**src/rtl/i2c_ee_pkg.sv**
```systemverilog
package i2c_ee_pkg;
  typedef enum logic [2:0] {ST_IDLE, ST_RX, ST_ACK, ST_TX, ST_MACK} st_e;
  typedef enum logic [1:0] {PH_DEV, PH_ADDR, PH_DATA} ph_e;
  localparam logic [3:0] DEV_PREFIX = 4'b1010;
endpackage

```
**src/rtl/i2c_ee_bus_sync.sv**
```systemverilog
module i2c_ee_bus_sync (
  input  logic clk_i,
  input  logic rst_ni,
  input  logic scl_i,
  input  logic sda_i,
  output logic scl_o,
  output logic sda_o,
  output logic scl_rise_o,
  output logic scl_fall_o,
  output logic start_o,
  output logic stop_o
);
  localparam int unsigned NLINE = 2;  // [0] scl, [1] sda
  logic [NLINE-1:0] pad, s1_q, s2_q, s3_q;
  assign pad = {sda_i, scl_i};

  for (genvar g = 0; g < NLINE; g++) begin : g_line
    always_ff @(posedge clk_i or negedge rst_ni) begin
      if (!rst_ni) begin
        s1_q[g] <= 1'b1;
        s2_q[g] <= 1'b1;
        s3_q[g] <= 1'b1;
      end else begin
        s1_q[g] <= pad[g];
        s2_q[g] <= s1_q[g];
        s3_q[g] <= s2_q[g];
      end
    end
  end

  assign scl_o      = s2_q[0];
  assign sda_o      = s2_q[1];
  assign scl_rise_o = s2_q[0] & ~s3_q[0];
  assign scl_fall_o = ~s2_q[0] & s3_q[0];
  assign start_o    = s2_q[0] & s3_q[0] & s3_q[1] & ~s2_q[1];
  assign stop_o     = s2_q[0] & s3_q[0] & ~s3_q[1] & s2_q[1];
endmodule

```
**src/rtl/i2c_ee_store.sv**
```systemverilog
module i2c_ee_store #(
  parameter int unsigned DEPTH = 256,
  parameter int unsigned PAGE  = 16
) (
  input  logic                               clk_i,
  input  logic                               rst_ni,
  input  logic [$clog2(DEPTH)-1:0]           rd_addr_i,
  output logic [7:0]                         rd_data_o,
  input  logic                               buf_we_i,
  input  logic [$clog2(PAGE)-1:0]            buf_idx_i,
  input  logic [7:0]                         buf_data_i,
  input  logic                               buf_clr_i,
  input  logic                               commit_i,
  input  logic [$clog2(DEPTH)-$clog2(PAGE)-1:0] page_i
);
  localparam int unsigned PW = $clog2(PAGE);

  logic [7:0]      mem_q [DEPTH];
  logic [7:0]      buf_q [PAGE];
  logic [PAGE-1:0] mask_q;

  assign rd_data_o = mem_q[rd_addr_i];

  always_ff @(posedge clk_i or negedge rst_ni) begin
    if (!rst_ni) begin
      for (int i = 0; i < DEPTH; i++) mem_q[i] <= 8'hFF;
    end else if (commit_i) begin
      for (int i = 0; i < PAGE; i++)
        if (mask_q[i]) mem_q[{page_i, PW'(i)}] <= buf_q[i];
    end
  end

  always_ff @(posedge clk_i or negedge rst_ni) begin
    if (!rst_ni) begin
      mask_q <= '0;
      for (int i = 0; i < PAGE; i++) buf_q[i] <= 8'h00;
    end else if (commit_i || buf_clr_i) begin
      mask_q <= '0;
    end else if (buf_we_i) begin
      buf_q[buf_idx_i]  <= buf_data_i;
      mask_q[buf_idx_i] <= 1'b1;
    end
  end

  // a commit always carries at least one latched byte
  a_r3_commit_nonempty: assert property (@(posedge clk_i) disable iff (!rst_ni)
    commit_i |-> (mask_q != '0));
endmodule

```
**src/rtl/i2c_ee_target.sv**
```systemverilog
module i2c_ee_target import i2c_ee_pkg::*; #(
  parameter int unsigned DEPTH        = 256,
  parameter int unsigned PAGE         = 16,
  parameter int unsigned WRITE_CYCLES = 1000
) (
  input  logic       clk_i,
  input  logic       rst_ni,
  input  logic       scl_i,
  input  logic       sda_i,
  output logic       sda_oe_o,
  input  logic       wp_i,
  input  logic [2:0] sel_pins_i
);
  localparam int unsigned AW = $clog2(DEPTH);
  localparam int unsigned PW = $clog2(PAGE);
  localparam int unsigned BW = $clog2(WRITE_CYCLES + 1);

  logic scl_s, sda_s, scl_rise, scl_fall, start_det, stop_det;
  st_e  st_q;
  ph_e  ph_q;
  logic [3:0]    cnt_q;
  logic [7:0]    sh_q, tx_q, rd_data;
  logic [AW-1:0] addr_q, rd_addr;
  logic          rd_q, wdata_q, armed_q, mack_q, oe_q;
  logic [BW-1:0] busy_q;
  logic          busy, dec, sel_hit, buf_we, buf_clr, commit;

  i2c_ee_bus_sync u_sync (
    .clk_i, .rst_ni, .scl_i, .sda_i,
    .scl_o(scl_s), .sda_o(sda_s), .scl_rise_o(scl_rise), .scl_fall_o(scl_fall),
    .start_o(start_det), .stop_o(stop_det)
  );

  always_comb begin
    busy    = busy_q != '0;
    dec     = !busy && st_q == ST_RX && scl_fall && cnt_q == 4'd8;
    sel_hit = sh_q[7:1] == {DEV_PREFIX, sel_pins_i};
    buf_we  = dec && ph_q == PH_DATA && !wp_i;
    commit  = !busy && stop_det && armed_q;
    buf_clr = !busy && (start_det || (stop_det && !armed_q) || (dec && ph_q == PH_ADDR));
    rd_addr = (st_q == ST_MACK) ? addr_q + AW'(1) : addr_q;
  end

  i2c_ee_store #(.DEPTH(DEPTH), .PAGE(PAGE)) u_store (
    .clk_i, .rst_ni,
    .rd_addr_i(rd_addr), .rd_data_o(rd_data),
    .buf_we_i(buf_we), .buf_idx_i(addr_q[PW-1:0]), .buf_data_i(sh_q),
    .buf_clr_i(buf_clr), .commit_i(commit), .page_i(addr_q[AW-1:PW])
  );

  always_ff @(posedge clk_i or negedge rst_ni) begin
    if (!rst_ni) begin
      st_q <= ST_IDLE; ph_q <= PH_DEV; cnt_q <= '0; sh_q <= '0; tx_q <= '0;
      addr_q <= '0; rd_q <= 1'b0; wdata_q <= 1'b0; armed_q <= 1'b0;
      mack_q <= 1'b0; oe_q <= 1'b0; busy_q <= '0;
    end else if (busy) begin
      busy_q <= busy_q - BW'(1);
      st_q <= ST_IDLE; oe_q <= 1'b0; armed_q <= 1'b0;
    end else if (start_det) begin
      st_q <= ST_RX; ph_q <= PH_DEV; cnt_q <= '0; rd_q <= 1'b0;
      oe_q <= 1'b0; armed_q <= 1'b0;
    end else if (stop_det) begin
      st_q <= ST_IDLE; oe_q <= 1'b0; armed_q <= 1'b0;
      if (armed_q) busy_q <= BW'(WRITE_CYCLES);
    end else begin
      unique case (st_q)
        ST_RX: begin
          if (scl_rise && cnt_q != 4'd8) begin
            sh_q  <= {sh_q[6:0], sda_s};
            cnt_q <= cnt_q + 4'd1;
          end
          if (scl_fall) begin
            if (cnt_q != 4'd8) armed_q <= 1'b0;  // a bit went by: no longer in the 10th slot
            else begin
              cnt_q   <= '0;
              wdata_q <= 1'b0;
              unique case (ph_q)
                PH_DEV: begin
                  if (sel_hit) begin
                    oe_q <= 1'b1; st_q <= ST_ACK; rd_q <= sh_q[0];
                    if (!sh_q[0]) ph_q <= PH_ADDR;
                  end else st_q <= ST_IDLE;
                end
                PH_ADDR: begin
                  oe_q <= 1'b1; st_q <= ST_ACK;
                  addr_q <= sh_q[AW-1:0]; ph_q <= PH_DATA;
                end
                PH_DATA: begin
                  if (wp_i) st_q <= ST_IDLE;
                  else begin
                    oe_q <= 1'b1; st_q <= ST_ACK; wdata_q <= 1'b1;
                    addr_q <= {addr_q[AW-1:PW], addr_q[PW-1:0] + PW'(1)};
                  end
                end
                default: st_q <= ST_IDLE;
              endcase
            end
          end
        end
        ST_ACK: if (scl_fall) begin
          cnt_q <= '0;
          if (rd_q) begin
            tx_q <= rd_data; oe_q <= ~rd_data[7]; st_q <= ST_TX;
          end else begin
            oe_q <= 1'b0; st_q <= ST_RX; armed_q <= wdata_q;
          end
        end
        ST_TX: if (scl_fall) begin
          if (cnt_q == 4'd7) begin
            oe_q <= 1'b0; st_q <= ST_MACK;
          end else begin
            tx_q <= {tx_q[6:0], 1'b0}; oe_q <= ~tx_q[6]; cnt_q <= cnt_q + 4'd1;
          end
        end
        ST_MACK: begin
          if (scl_rise) mack_q <= ~sda_s;
          if (scl_fall) begin
            addr_q <= addr_q + AW'(1);
            if (mack_q) begin
              tx_q <= rd_data; oe_q <= ~rd_data[7]; st_q <= ST_TX; cnt_q <= '0;
            end else st_q <= ST_IDLE;
          end
        end
        default: st_q <= ST_IDLE;
      endcase
    end
  end

  assign sda_oe_o = oe_q;

  a_r11_oe_only_scl_low: assert property (@(posedge clk_i) disable iff (!rst_ni)
    (scl_s && $past(scl_s)) |-> $stable(sda_oe_o));

  a_r7_busy_silent: assert property (@(posedge clk_i) disable iff (!rst_ni)
    busy |-> !sda_oe_o);

  a_r5_busy_after_stop: assert property (@(posedge clk_i) disable iff (!rst_ni)
    $rose(busy) |-> $past(stop_det));

  a_r4_page_wrap: assert property (@(posedge clk_i) disable iff (!rst_ni)
    buf_we |=> (addr_q[AW-1:PW] == $past(addr_q[AW-1:PW]))
            && (addr_q[PW-1:0] == $past(addr_q[PW-1:0]) + PW'(1)));
endmodule

```
**config.mk**
```make
export PLATFORM = sky130hd
export DESIGN_NAME = i2c_ee_target
export DESIGN_NICKNAME = d
export VERILOG_FILES = /design/src/rtl/i2c_ee_pkg.sv /design/src/rtl/i2c_ee_bus_sync.sv /design/src/rtl/i2c_ee_store.sv /design/src/rtl/i2c_ee_target.sv
export SDC_FILE = /design/constraint.sdc
export NUM_CORES = 2
export LEC_CHECK = 0
export ABC_AREA = 1
export CAP_MARGIN = 20
export CELL_PAD_IN_SITES_DETAIL_PLACEMENT = 1
export CELL_PAD_IN_SITES_GLOBAL_PLACEMENT = 1
export CORE_ASPECT_RATIO = 0.9
export CORE_MARGIN = 2
export CORE_UTILIZATION = 30
export DETAILED_ROUTE_END_ITERATION = 6
export PLACE_DENSITY_LB_ADDON = 0.15
export SYNTH_ARGS = -nofsm -noshare
export SYNTH_HDL_FRONTEND = slang
export SYNTH_SLANG_ARGS = --single-unit
```
**constraint.sdc**
```tcl
create_clock -name clk_i -period 3.4 [get_ports clk_i]
set_input_delay 1.02 -clock clk_i [delete_from_list [all_inputs] [get_ports clk_i]]
set_output_delay 1.02 -clock clk_i [all_outputs]
set_load 0.05 [all_outputs]
```
==> impl_metrics.toml <==
[synthesis]
synthAdderAreaFrac = 0.000810
synthMuxAreaShare = 0.00157
synth_largest_area_cell = "dfstp_2"
synth-compound-area-share = 0.107
synthSimpleGateAreaFrac = 0.278
synth_edf_count = 0
synth.most_common_cell = "nand2_1"
synth_area_mm2 = 0.108
yosys-top-cells-area = "dfstp_2, nand2_1, nand3_1"
ys_types = 45
ys_seq_elements = 2245
synth.net_count = 13705
ys.flop_type = "dfstp_2"
ys_warn_count = 0
synth_common_cells = "nand2_1, dfstp_2, nand3_1"
synth-xor-area-share = 0.000486
synth_top_area_frac = 0.499
synthCells = 13690
syn_avg_cell_area_um2 = 7.90
seq_area_frac_synth = 0.543
ys_async_sr_fraction = 1.00
synth_top_family_by_area = "simple AND/OR/NAND/NOR gates"

[worst_setup_path]
cp-start-kind = "register"
cp_num_buf_inv = 3
crit_chain = "inv_1 > ha_1 > nand2_1 > nand2_8 > buf_12 > buf_4 > nand3_1 > nand3_2 > nand3_2 > nand3_1 > nand3_1 > nand3_1 > nand3_1 > nand3_2 > a21oi_1"
crit_type = "register to register"
worst_ep_arrival_time_ps = 4270
critical-path-max-stage-delay_ps = 410
cp_slowest_cell = "dfrtp_1"
cp.required_ps = 4190
crit_top_cell = "nand3_1"
path_delay_family = "simple AND/OR/NAND/NOR gates"
end_kind = "register"
path_max_fanout = 34

[floorplanning]
coreArea_mm2 = 0.360
die_w_um = 637
dieArea_mm2 = 0.365
start_util = 0.301
row_count = 209
num_io_pins = 9
die_y_um = 574

[global_route]
antenna_found_initial = 47
grt_usage = 0.294
grt_pass1_vias = 98039
grt_max_degree = 116
grt_pass1_wl_um = 769000
globalRouteOverflowTotal = 0

[clock_tree]
cts_sinks = 2245
cts_tree = "yes"
cts_buffer_depth = 4
root_buffer = "clkbuf_16"
cts_hold_buf = 0
clk-insertion-delay-late_ps = 960
cts_buffers = 279
cts.clk_slew.worst_paths_ps = 60
ctsHtreeMaxLevel = 5

[finish]
nets = 13878
area_growth_pct = 18.5
fillers = 42322
final_area_mm2 = 0.128
drive_above_1_share = 0.251
utilization = 0.357

[timing]
max_slew_margin = 0.177
period_share = 1.02
slew_viol_final = 0
max_freq_ghz = 0.288
max_slew.worst_pin.slew_ps = 1230
rsz0062_at_grt = "yes"
period_minus_slack_ps = 3470
skew_ps = 64.9
finalSetupViolations = 2
setup_ws_ps = -73.1
finalHoldViolCount = 0
finalSetupTns_ps = -76.4

[routing]
wirelength_um = 553000
antenna_left = 0
drcViolationCount = 0
firstDrtPassIters = 5
drtIter0Drc = 10512
vias_per_cell = 5.29
wire_per_inst_um = 29.4
dr_total_vias = 99650

[power_and_ir_drop]
ir_drop_v = 0.000365
p_leak_nw = 49.9
power.total_mw = 60.2
power_density_mw_per_mm2 = 469

[run_status]
status = "finished with violations"
violations = "negative setup slack"

[placement]
hpwl_um = 380000
numPortBuffers = 8
place_area_mm2 = 0.118
place_congestion = 0.992
post-place-ws_ps = -138

[worst_hold_path]
hold_path_class = "register to register"

[job]
maxCapViolations = 0
-- power by group --
group          total (mW)  switching, mW  internal [mW]
Clock                30.5           12.8           17.7
Combinational        2.14           1.62          0.528
Sequential           27.5          0.559           27.0
-- state kept, by name, indices dropped and copies added (netlist names) --
name and cells:
u_store.mem_q 2048, u_store.buf_q 128, u_store.mask_q 16, busy_q 10
addr_q 8, sh_q 8, tx_q 7, cnt_q 4
st_q 3, ph_q 2, u_sync.s1_q 2, u_sync.s3_q 2
armed_q 1, mack_q 1, rd_q 1, sda_oe_o 1
u_sync.scl_o 1, u_sync.sda_o 1, wdata_q 1
-- path summary, 6_finish.rpt --
| kind | cells after the start | from | to | slack [ps] |
|---|---|---|---|---|
| worst max-delay path | 15 | addr_q[0] | sda_oe_o | -70 |
| worst min-delay path | 0 | u_sync.s1_q[1] | u_sync.sda_o | 360 |
| worst max register to register | 15 | addr_q[0] | sda_oe_o | -70 |
| worst min register to register | 0 | u_sync.s1_q[1] | u_sync.sda_o | 360 |
| max in group asynchronous | 3 | rst_ni | u_store.mem_q[1045] | 2050 |
| min in group asynchronous | 1 | rst_ni | u_store.mem_q[382] | 480 |
-- routing by layer --
layer	share of wire	GRT usage	wire, µm
met1	0.48	0.444	264000
met2	0.40	0.404	219000
met3	0.077	0.0584	42800
met4	0.048	0.121	26400
met5	0	0	0
-- layout by cell type (no fill, tap or decap), drive strengths merged, types with 2 or more instances in the layout --
master         instances
o22ai                  2
a211oi                 3
or2                    2
inv                  876
a21oi                124
o211ai                12
ha                     7
dfrtp                191
nand3               1406
nor3                  14
nand4                 10
clkdlybuf4s50          6
a31oi                  2
nor4                   2
clkbuf               419
nor2                 207
diode                 13
bufinv                14
o2111ai                2
xnor2                  2
o21ai               2154
mux2i                 17
clkinv                61
or3                    2
buf                  785
xor2                   4
a221oi                 2
dfstp               2054
clkinvlp               7
nand2               5677
-- stage by stage --
step / instances / hold slack (ps)
floorplan: 13690 / 345
finish: 18830 / 357
CTS: 18799 / 358
detailed placement: 18311 / 349
global placement: 18298 / 349
global route: 18818 / 364
-- logic make-up (layout without fill, tap and decap cells) --
| kind of cell | after synthesis | after routing |
|---|---|---|
| other | 0 | 13 |
| AO/OA/AOI/OAI | 2305 | 2305 |
| AND/OR/NAND/NOR | 7321 | 7321 |
| multiplexers | 17 | 17 |
| buffers and inverters | 1789 | 2169 |
| XOR/XNOR | 6 | 6 |
| adder cells (fa/ha/maj) | 7 | 7 |
| flip-flops | 2245 | 2245 |
-- what timing repair did --
| action | in CTS | in global routing |
|---|---|---|
| cloned | 0 | 8 |
| resized for setup | 8 | 74 |
| endpoints found under the setup margin | 4 | 135 |
| setup buffers | 0 | 10 |
| pin swaps | 0 | 5 |
-- final cells by class --
type	count	area [µm²]	area share
Multi-Input combinational cell	9656	42400	0.331
Clock buffer	412	8130	0.0634
Timing Repair Buffer	799	8730	0.0681
Antenna cell	13	32.5	0.000254
Tap cell	4747	5940	0.0463
Clock inverter	76	890	0.00694
Inverter	882	3330	0.0260
Sequential cell	2245	58800	0.458
No activity file was read; power rests on OpenSTA's default activity.
